`src/rtl/sflash_seq.sv`:
```
module sflash_seq #(
  parameter int BUF_AW    = 9,
  parameter int MAX_BYTES = 512
) (
  input  logic              clk,
  input  logic              rst_n,
  input  logic              reg_we,
  input  logic [2:0]        reg_sel,
  input  logic [31:0]       reg_wdata,
  output logic [31:0]       reg_rdata,
  output logic              sf_cs_n,
  output logic              sf_sclk,
  output logic [3:0]        sf_dout,
  output logic [3:0]        sf_oe,
  input  logic [3:0]        sf_din,
  output logic [BUF_AW-1:0] buf_addr,
  output logic              buf_re,
  output logic              buf_we,
  output logic [7:0]        buf_wdata,
  input  logic [7:0]        buf_rdata
);
  localparam int LW = 10;
  localparam logic [LW-1:0] MAXN = LW'(MAX_BYTES);

  typedef enum logic [2:0] {P_IDLE, P_CMD, P_ADDR, P_DUMMY, P_TX, P_RX, P_TAIL} ph_t;

  logic [31:0] c1, c2, c3, adr;
  logic        busy, fin, upd, half;
  ph_t         ph, nxt, tgt;
  logic [31:0] sh, ld_sh;
  logic [7:0]  rsh;
  logic [5:0]  cnt, ld_cnt;
  logic [1:0]  md, ld_m;
  logic [LW-1:0] bidx;
  logic [5:1]  en;

  function automatic logic [1:0] eff(input logic [1:0] m);
    return (m == 2'd3) ? 2'd2 : m;
  endfunction

  wire [LW-1:0] tx_len = (c1[9:0] > MAXN) ? MAXN : c1[9:0];
  wire [LW-1:0] rx_len = (c3[25:16] > MAXN) ? MAXN : c3[25:16];

  assign en = {c3[31] && rx_len != '0, c1[14] && tx_len != '0,
               c2[31] && c2[28:23] != 6'd0, c1[19], c1[30]};

  always_comb begin
    nxt = P_TAIL;
    for (int i = 5; i >= 1; i--)
      if (en[i] && i > int'(ph)) nxt = ph_t'(i[2:0]);
  end

  wire in_ph    = (ph == P_CMD) || (ph == P_ADDR) || (ph == P_DUMMY) || (ph == P_TX) || (ph == P_RX);
  wire start    = reg_we && reg_sel == 3'd0 && reg_wdata[31] && !busy;
  wire unit_end = in_ph && half && cnt == 6'd1;
  wire more_tx  = ph == P_TX && bidx < tx_len;
  wire more_rx  = ph == P_RX && (bidx + LW'(1)) < rx_len;
  wire step     = start || unit_end;

  assign tgt = more_tx ? P_TX : more_rx ? P_RX : nxt;

  always_comb begin
    ld_m   = 2'd0;
    ld_sh  = '0;
    ld_cnt = 6'd0;
    case (tgt)
      P_CMD: begin
        ld_m   = eff(c1[29:28]);
        ld_sh  = {c1[27:20], 24'h0};
        ld_cnt = 6'd8 >> ld_m;
      end
      P_ADDR: begin
        ld_m   = eff(c1[18:17]);
        ld_sh  = adr << {~c1[16:15], 3'b000};
        ld_cnt = ({1'b0, c1[16:15], 3'b000} + 6'd8) >> ld_m;
      end
      P_DUMMY: ld_cnt = c2[28:23];
      P_TX: begin
        ld_m   = eff(c1[11:10]);
        ld_sh  = {buf_rdata, 24'h0};
        ld_cnt = 6'd8 >> ld_m;
      end
      P_RX: begin
        ld_m   = eff(c3[28:27]);
        ld_cnt = 6'd8 >> ld_m;
      end
      default: ;
    endcase
  end

  always_ff @(posedge clk or negedge rst_n) begin
    if (!rst_n) begin
      c1 <= '0; c2 <= '0; c3 <= '0; adr <= '0;
      busy <= 1'b0; fin <= 1'b0; upd <= 1'b0; half <= 1'b0;
      ph <= P_IDLE; sh <= '0; rsh <= '0; cnt <= '0; md <= '0; bidx <= '0;
      sf_cs_n <= 1'b1;
    end else begin
      if (reg_we)
        case (reg_sel)
          3'd1: c1  <= reg_wdata;
          3'd2: c2  <= reg_wdata;
          3'd3: c3  <= reg_wdata;
          3'd4: adr <= reg_wdata;
          default: ;
        endcase
      if (step) begin
        ph   <= tgt;
        sh   <= ld_sh;
        cnt  <= ld_cnt;
        md   <= ld_m;
        half <= 1'b0;
        case (tgt)
          P_TX:    bidx <= bidx + LW'(1);
          P_RX:    bidx <= (ph == P_RX) ? bidx + LW'(1) : '0;
          P_TAIL:  bidx <= '0;
          default: ;
        endcase
        if (start) begin
          busy <= 1'b1; fin <= 1'b0; upd <= 1'b0; sf_cs_n <= 1'b0;
        end
      end else if (ph == P_TAIL) begin
        ph <= P_IDLE; sf_cs_n <= 1'b1; busy <= 1'b0; fin <= 1'b1; upd <= en[5];
      end else if (in_ph) begin
        half <= ~half;
        if (!half) begin
          if (ph == P_RX)
            case (md)
              2'd0:    rsh <= {rsh[6:0], sf_din[1]};
              2'd1:    rsh <= {rsh[5:0], sf_din[1:0]};
              default: rsh <= {rsh[3:0], sf_din};
            endcase
        end else begin
          cnt <= cnt - 6'd1;
          sh  <= sh << (6'd1 << md);
        end
      end
    end
  end

  wire drive = (ph == P_CMD) || (ph == P_ADDR) || (ph == P_TX);
  assign sf_oe   = !drive ? 4'b0000 : (md == 2'd0) ? 4'b0001 : (md == 2'd1) ? 4'b0011 : 4'b1111;
  assign sf_dout = ((md == 2'd0) ? {3'b000, sh[31]} : (md == 2'd1) ? {2'b00, sh[31:30]} : sh[31:28]) & sf_oe;
  assign sf_sclk = half;

  assign buf_addr  = bidx[BUF_AW-1:0];
  assign buf_re    = step && tgt == P_TX;
  assign buf_we    = ph == P_RX && half && cnt == 6'd1;
  assign buf_wdata = rsh;

  always_comb
    case (reg_sel)
      3'd0:    reg_rdata = {busy, fin, 29'h0, upd};
      3'd1:    reg_rdata = c1;
      3'd2:    reg_rdata = c2;
      3'd3:    reg_rdata = c3;
      3'd4:    reg_rdata = adr;
      default: reg_rdata = '0;
    endcase
endmodule


```
`config.mk`:
```
export PLATFORM = sky130hd
export DESIGN_NAME = sflash_seq
export DESIGN_NICKNAME = d
export VERILOG_FILES = /design/src/rtl/sflash_seq.sv
export SDC_FILE = /design/constraint.sdc
export NUM_CORES = 1
export LEC_CHECK = 0
export BUFFER_PORTS_ARGS = -buffer_cell sky130_fd_sc_hd__buf_2
export CAP_MARGIN = 25
export CORE_MARGIN = 1.5
export CORE_UTILIZATION = 60
export CTS_CLUSTER_SIZE = 25
export DETAILED_ROUTE_END_ITERATION = 6
export PLACE_DENSITY = 0.81
export SLEW_MARGIN = 10
export SYNTH_ARGS = -nofsm -noshare
export SYNTH_HDL_FRONTEND = slang
export SYNTH_SLANG_ARGS = --single-unit
```
`constraint.sdc`:
```
create_clock -name clk -period 4.5 [get_ports clk]
set_input_delay 0.45 -clock clk [delete_from_list [all_inputs] [get_ports clk]]
set_output_delay 0.45 -clock clk [all_outputs]
set_load 0.02 [all_outputs]
```
======== Yosys cells after proc, flatten, opt, wreduce, memory -nomap -nowiden ========
Index checks and enable logic that the tools add are counted.
storage, ports and cells
  register bits after elaboration ......... 194
  input port bits ......................... 50
  output and inout port bits .............. 61
  logic and storage cells ................. 152
operators by class
  $add $sub $neg .......................... 3
  order comparisons ....................... 9
  eq/ne operators ......................... 24
  shift operators ......................... 7
  muxes and demuxes ....................... 46
  bitwise operators ....................... 5
  reduce and logical (&&, ||, !) cells .... 43
operators with widths
  operator                 number
  $pmux W32 S5             1
  $mux W32                 4
  $pmux W32 S3             1
  $shl A32 B5 Y32          1
  $shl A32 B6 Y32          1
  $mux W10                 3
  $pmux W10 S3             1
  $pmux W6 S5              1
  $mux W6                  4
  $eq A3 B3 Y1 const B     7
  $mux W3                  7
  $gt A10 B10 Y1 const B   2
  $lt A10 B10 Y1           2
  $mux W4                  5
  $reduce_bool A10 Y1      2
  $eq A3 B2 Y1 const B     6
  $logic_and A1 B1 Y1      18
  $shr A4 B2 Y6 const A    3
  $pmux W8 S2              1
  $reduce_and A2 Y1        7
  $mux W2                  6
  $mux W1                  11
  $add A10 B1 Y10 const B  1
  $eq A3 B1 Y1 const B     3
  24 further kinds         39

======== Logic depth before layout (Yosys ltp) ========
  word-level depth ........................ 15
  depth in mapped cells ................... 15

======== Least setup slack after synthesis ========
Ideal clock, no wire load.
  path type ............................... register to register
  start ................................... register c3[18]
  end ..................................... register cnt[1]
  arrival ................................. 3.250 ns
  required time ........................... 4.418 ns
  slack ................................... 1.168 ns
  stages on the path, launching flop included .. 15
  period minus slack after synthesis ...... 3.332 ns
  cell sequence ........................... dfrtp_1 -> nor4_1 -> nand2_1 -> o41ai_1 -> nand2_1 -> ha_1 -> nand2_1 -> nor4_1 -> a2111oi_1 -> o21ba_2 -> buf_2 -> a21o_1 -> a222oi_1 -> or4_1 -> a31oi_1
on the way
  word-level cells in the longest chain between the ends .. 15
ends and longest elaborated chain
  element                                     line  text
  from (decl)                                 27    logic [31:0] c1, c2, c3, adr;
  from (signal assigned)                      102   3'd3: c3 <= reg_wdata;
  $gt A10 B10 Y1                              42    wire [LW-1:0] rx_len = (c3[25:16] > MAXN) ? MAXN : c3[25:16];
  $mux W10 *                                  42
  $reduce_bool A10 Y1                         44    assign en = {c3[31] && rx_len != '0, c1[14] && tx_len != '0,
  $logic_and A1 B1 Y1                         44
  $logic_and A1 B1 Y1                         50    if (en[i] && i > int'(ph)) nxt = ph_t'(i[2:0]);
  $mux W2 (2 in series)                       50
  $mux W3 (3 in series)                       50
  $mux W3 * (2 in series)                     60    assign tgt = more_tx ? P_TX : more_rx ? P_RX : nxt;
  $eq A3 B3 Y1, or another cell as far along  66    case (tgt)
  $pmux W6 S5 *                               66
  $mux W6 *                                   106   if (step) begin
  to (signal assigned)                        109   cnt <= ld_cnt;
  to (signal assigned)                        133   cnt <= cnt - 6'd1;
  to (decl)                                   32    logic [5:0] cnt, ld_cnt;
Mark *: on every way between the ends. The rest lies on a longest branch, timed or not.
A chain may end at the register's enable or synchronous reset.

======== Worst setup path after layout ========
  start ................................... register c3[18]
  end ..................................... output buf_re
on the way
  word-level cells in the longest chain between the ends .. 14
ends and longest elaborated chain
  element                  line  text
  $gt A10 B10 Y1           42
  $mux W10 *               42
  $reduce_bool A10 Y1      44
  $logic_and A1 B1 Y1      44
  $logic_and A1 B1 Y1      50
  $mux W2 (2 in series)    50
  $mux W3 (3 in series)    50
  $mux W3 * (2 in series)  60
  $eq A3 B3 Y1 *           146   assign buf_re = step && tgt == P_TX;
  $logic_and A1 B1 Y1 *    146
  to (decl)                17    output logic buf_re,
Marks and branches as above.

==> results.toml <==
[global_route]
grt_pass1_wl_mm = 53.7
grt_max_degree = 126
use_met1_pct = 49.0
use_met3_pct = 7.78
use_met2_pct = 52.2
grt_pass1_vias = 9498
grt_busiest_layer = "met2"
antenna_found_initial = 1
grt_usage_pct = 34.6
overflow = 0

[critical_path]
critPathArrivalTime_ps = 3930
path_class = "register to output pin"
cp-start-kind = "register"
crit_path_end_kind = "output pin"
crit_path_max_fanout = 11
cp.required_ps = 4050

[clock_tree]
cts_root_buf = "clkbuf_16"
clock_sinks = 194
clkLatencyLatePin_ps = 450
htreeDepth = 4
postCtsSetupRepairBufs = 0
tritoncts = "yes"
cts-resized-gates = 0
path_clk_slew_ps = 70
clock_path_buffers = 2
cts_buffers = 17

[placement]
io_buffers = 110
gp_congestion = 0.978
place_inst = 1466
dpl.hpwl_mm = 24.2

[drt]
postRouteAntennaNets = 0
dr.pass1.iters = 6
via_per_inst = 6.71
wl_mm = 34.3
wire_per_inst_um = 22.8
drc = 0
vias = 10100
drtIter0Drc = 1280

[finish]
final_nets = 1303
area_growth_pct = 11.1
layout-drive-gt1-share_pct = 27.7
final_cells = 1500
fillCellCount = 1436
register_area_mm2 = 0.00486
n_antenna_cell = 0
multi_input_comb_area_mm2 = 0.00640

[sta]
slew_headroom_pct = 37.2
fin_crit_sh_pct = 97.2
hold_violations = 0
setup_viol = 0
worst_pin_slew_ps = 941
setup_tns_ps = 0
clock.fmax_mhz = 229
fin_worst_skew_ps = 11.9
rsz0062_at_grt = "false"
period_needed_ps = 4380
final_max_slew_viol_count = 0

[floorplanning]
rows = 50
chipHeight_um = 143
die_width_um = 143
core_area_mm2 = 0.0190
die_area_mm2 = 0.0204
io_pins = 111
initial_core_util_pct = 61.8

[run_status]
status = "completed"

[pwr]
p_per_area_mw_per_mm2 = 621
irDropWorstVdd_uv = 346
leakagePower_nw = 5.70

[synthesis]
synth_edf_count = 0
synth.area.top_cells = "dfrtp_1, mux2_2, nand2_1"
synth_most_common_cell = "dfrtp_1"
ys.flop_type = "dfrtp_1"
synthesis.nets = 1244
synth.top_cell.area_share_pct = 41.2
synth.yosys.seq_area_share_pct = 41.4
yosys_warnings = 0
synth_cell_types = 76
synthCells = 1168
postSynth.asyncResetShare_pct = 100
yosys_register_bits = 194
synth_top_area_cell = "dfrtp_1"
syn_area_per_cell_um2 = 10.0
synth_area_mm2 = 0.0117
netlist_top_cells_count = "dfrtp_1, nand2_1, mux2_2, a21oi_1, nor2_1"

[run]
drv_cap = 0

[worst_hold_path]
hp-class = "input pin to register"
## sequential cells by signal (all words and copies together) (netlist names)
| register | cells |
|---|---|
| adr | 32 |
| c1 | 32 |
| c2 | 32 |
| c3 | 32 |
| sh | 32 |
| bidx | 10 |
| buf_wdata | 8 |
| cnt | 6 |
| ph | 3 |
| md | 2 |
| busy | 1 |
| fin | 1 |
| sf_cs_n | 1 |
| sf_sclk | 1 |
| upd | 1 |
## routing by layer
layer,vias up,share of wire (%)
li1,4465,-
met1,4882,42
met2,619,45
met3,96,11
met4,2,3.2
met5,-,0.029
## layout by cell type (no fill, tap or decap), drive strengths merged, types with 21 or more instances in the layout
cell type / netlist / final
ha: 26 / 26
a221o: 23 / 23
mux2i: 46 / 46
nor3: 23 / 23
nand2: 146 / 146
a21oi: 63 / 63
nand3: 21 / 21
inv: 17 / 22
mux2: 142 / 142
a22o: 31 / 31
buf: 37 / 133
a22oi: 28 / 28
nor2: 63 / 63
o21ai: 57 / 57
dfrtp: 193 / 193
## through the flow
stage                     area, um2  utilization [%]  power, mW  setup slack [ps]  hold slack (ps)
after floorplan               11700                -       5.41              1170              154
after global placement        12400             65.4       6.34               919              461
after detailed placement      12400             65.4       6.43               785              489
after global routing          13000             68.7       8.51              46.0              250
final                         13000             68.7       8.09               124              254
after CTS                     13000             68.5       7.98               278              224
## cell type report
type                       count  area share, %
multi-input combinational    859           49.2
sequential                   194           37.3
timing repair buffer         135           5.91
clock buffer                  19           3.40
tap                          260           2.50
clock inverter                13           1.12
inverter                      20          0.577
## path summary, 6_finish.rpt
check / start / end / slack (ps) / depth (start not counted)
max reg2reg: c3[18] / cnt[1] / 530 / 13
max in group asynchronous: rst_n / c2[21] / 2780 / 4
max: c3[18] / buf_re / 120 / 12
min in group asynchronous: rst_n / bidx[8] / 450 / 2
min reg2reg: buf_wdata[7] / buf_wdata[7] / 490 / 2
min: buf_rdata[0] / sh[24] / 250 / 3
## what timing repair did
action,CTS,global route
hold buffers,0,1
hold endpoints to repair,0,26
setup endpoints to repair,0,0
## critical path, stage by stage, from the launching register on
cell and delay, ps:
dfrtp_1 430, nor4_1 360, nand2_1 100, o41ai_1 350
nand2_1 150, ha_1 290, nand2_1 80, nor4_1 50
a2111oi_1 670, o21bai_1 250, a31o_2 400, and2_1 190
buf_2 160
## cell families (layout without fill, tap and decap cells)
logic type / after synthesis / after routing / synth area share, %
AO/OA/AOI/OAI: 298 / 298 / 17.6
XOR/XNOR: 10 / 10 / 0.748
adder cells (fa/ha/maj): 26 / 26 / 2.78
buffers and inverters: 115 / 187 / 4.14
flip-flops: 194 / 194 / 41.4
multiplexers: 202 / 202 / 20.3
AND/OR/NAND/NOR: 323 / 323 / 13.0
## power breakdown
group | total [mW] | internal (mW) | switching [mW]
clock network | 1.54 | 0.800 | 0.737
registers | 2.83 | 2.21 | 0.619
logic | 3.71 | 1.54 | 2.17
total | 8.09 | 4.56 | 3.53
Power figures use the tool's default switching activity.
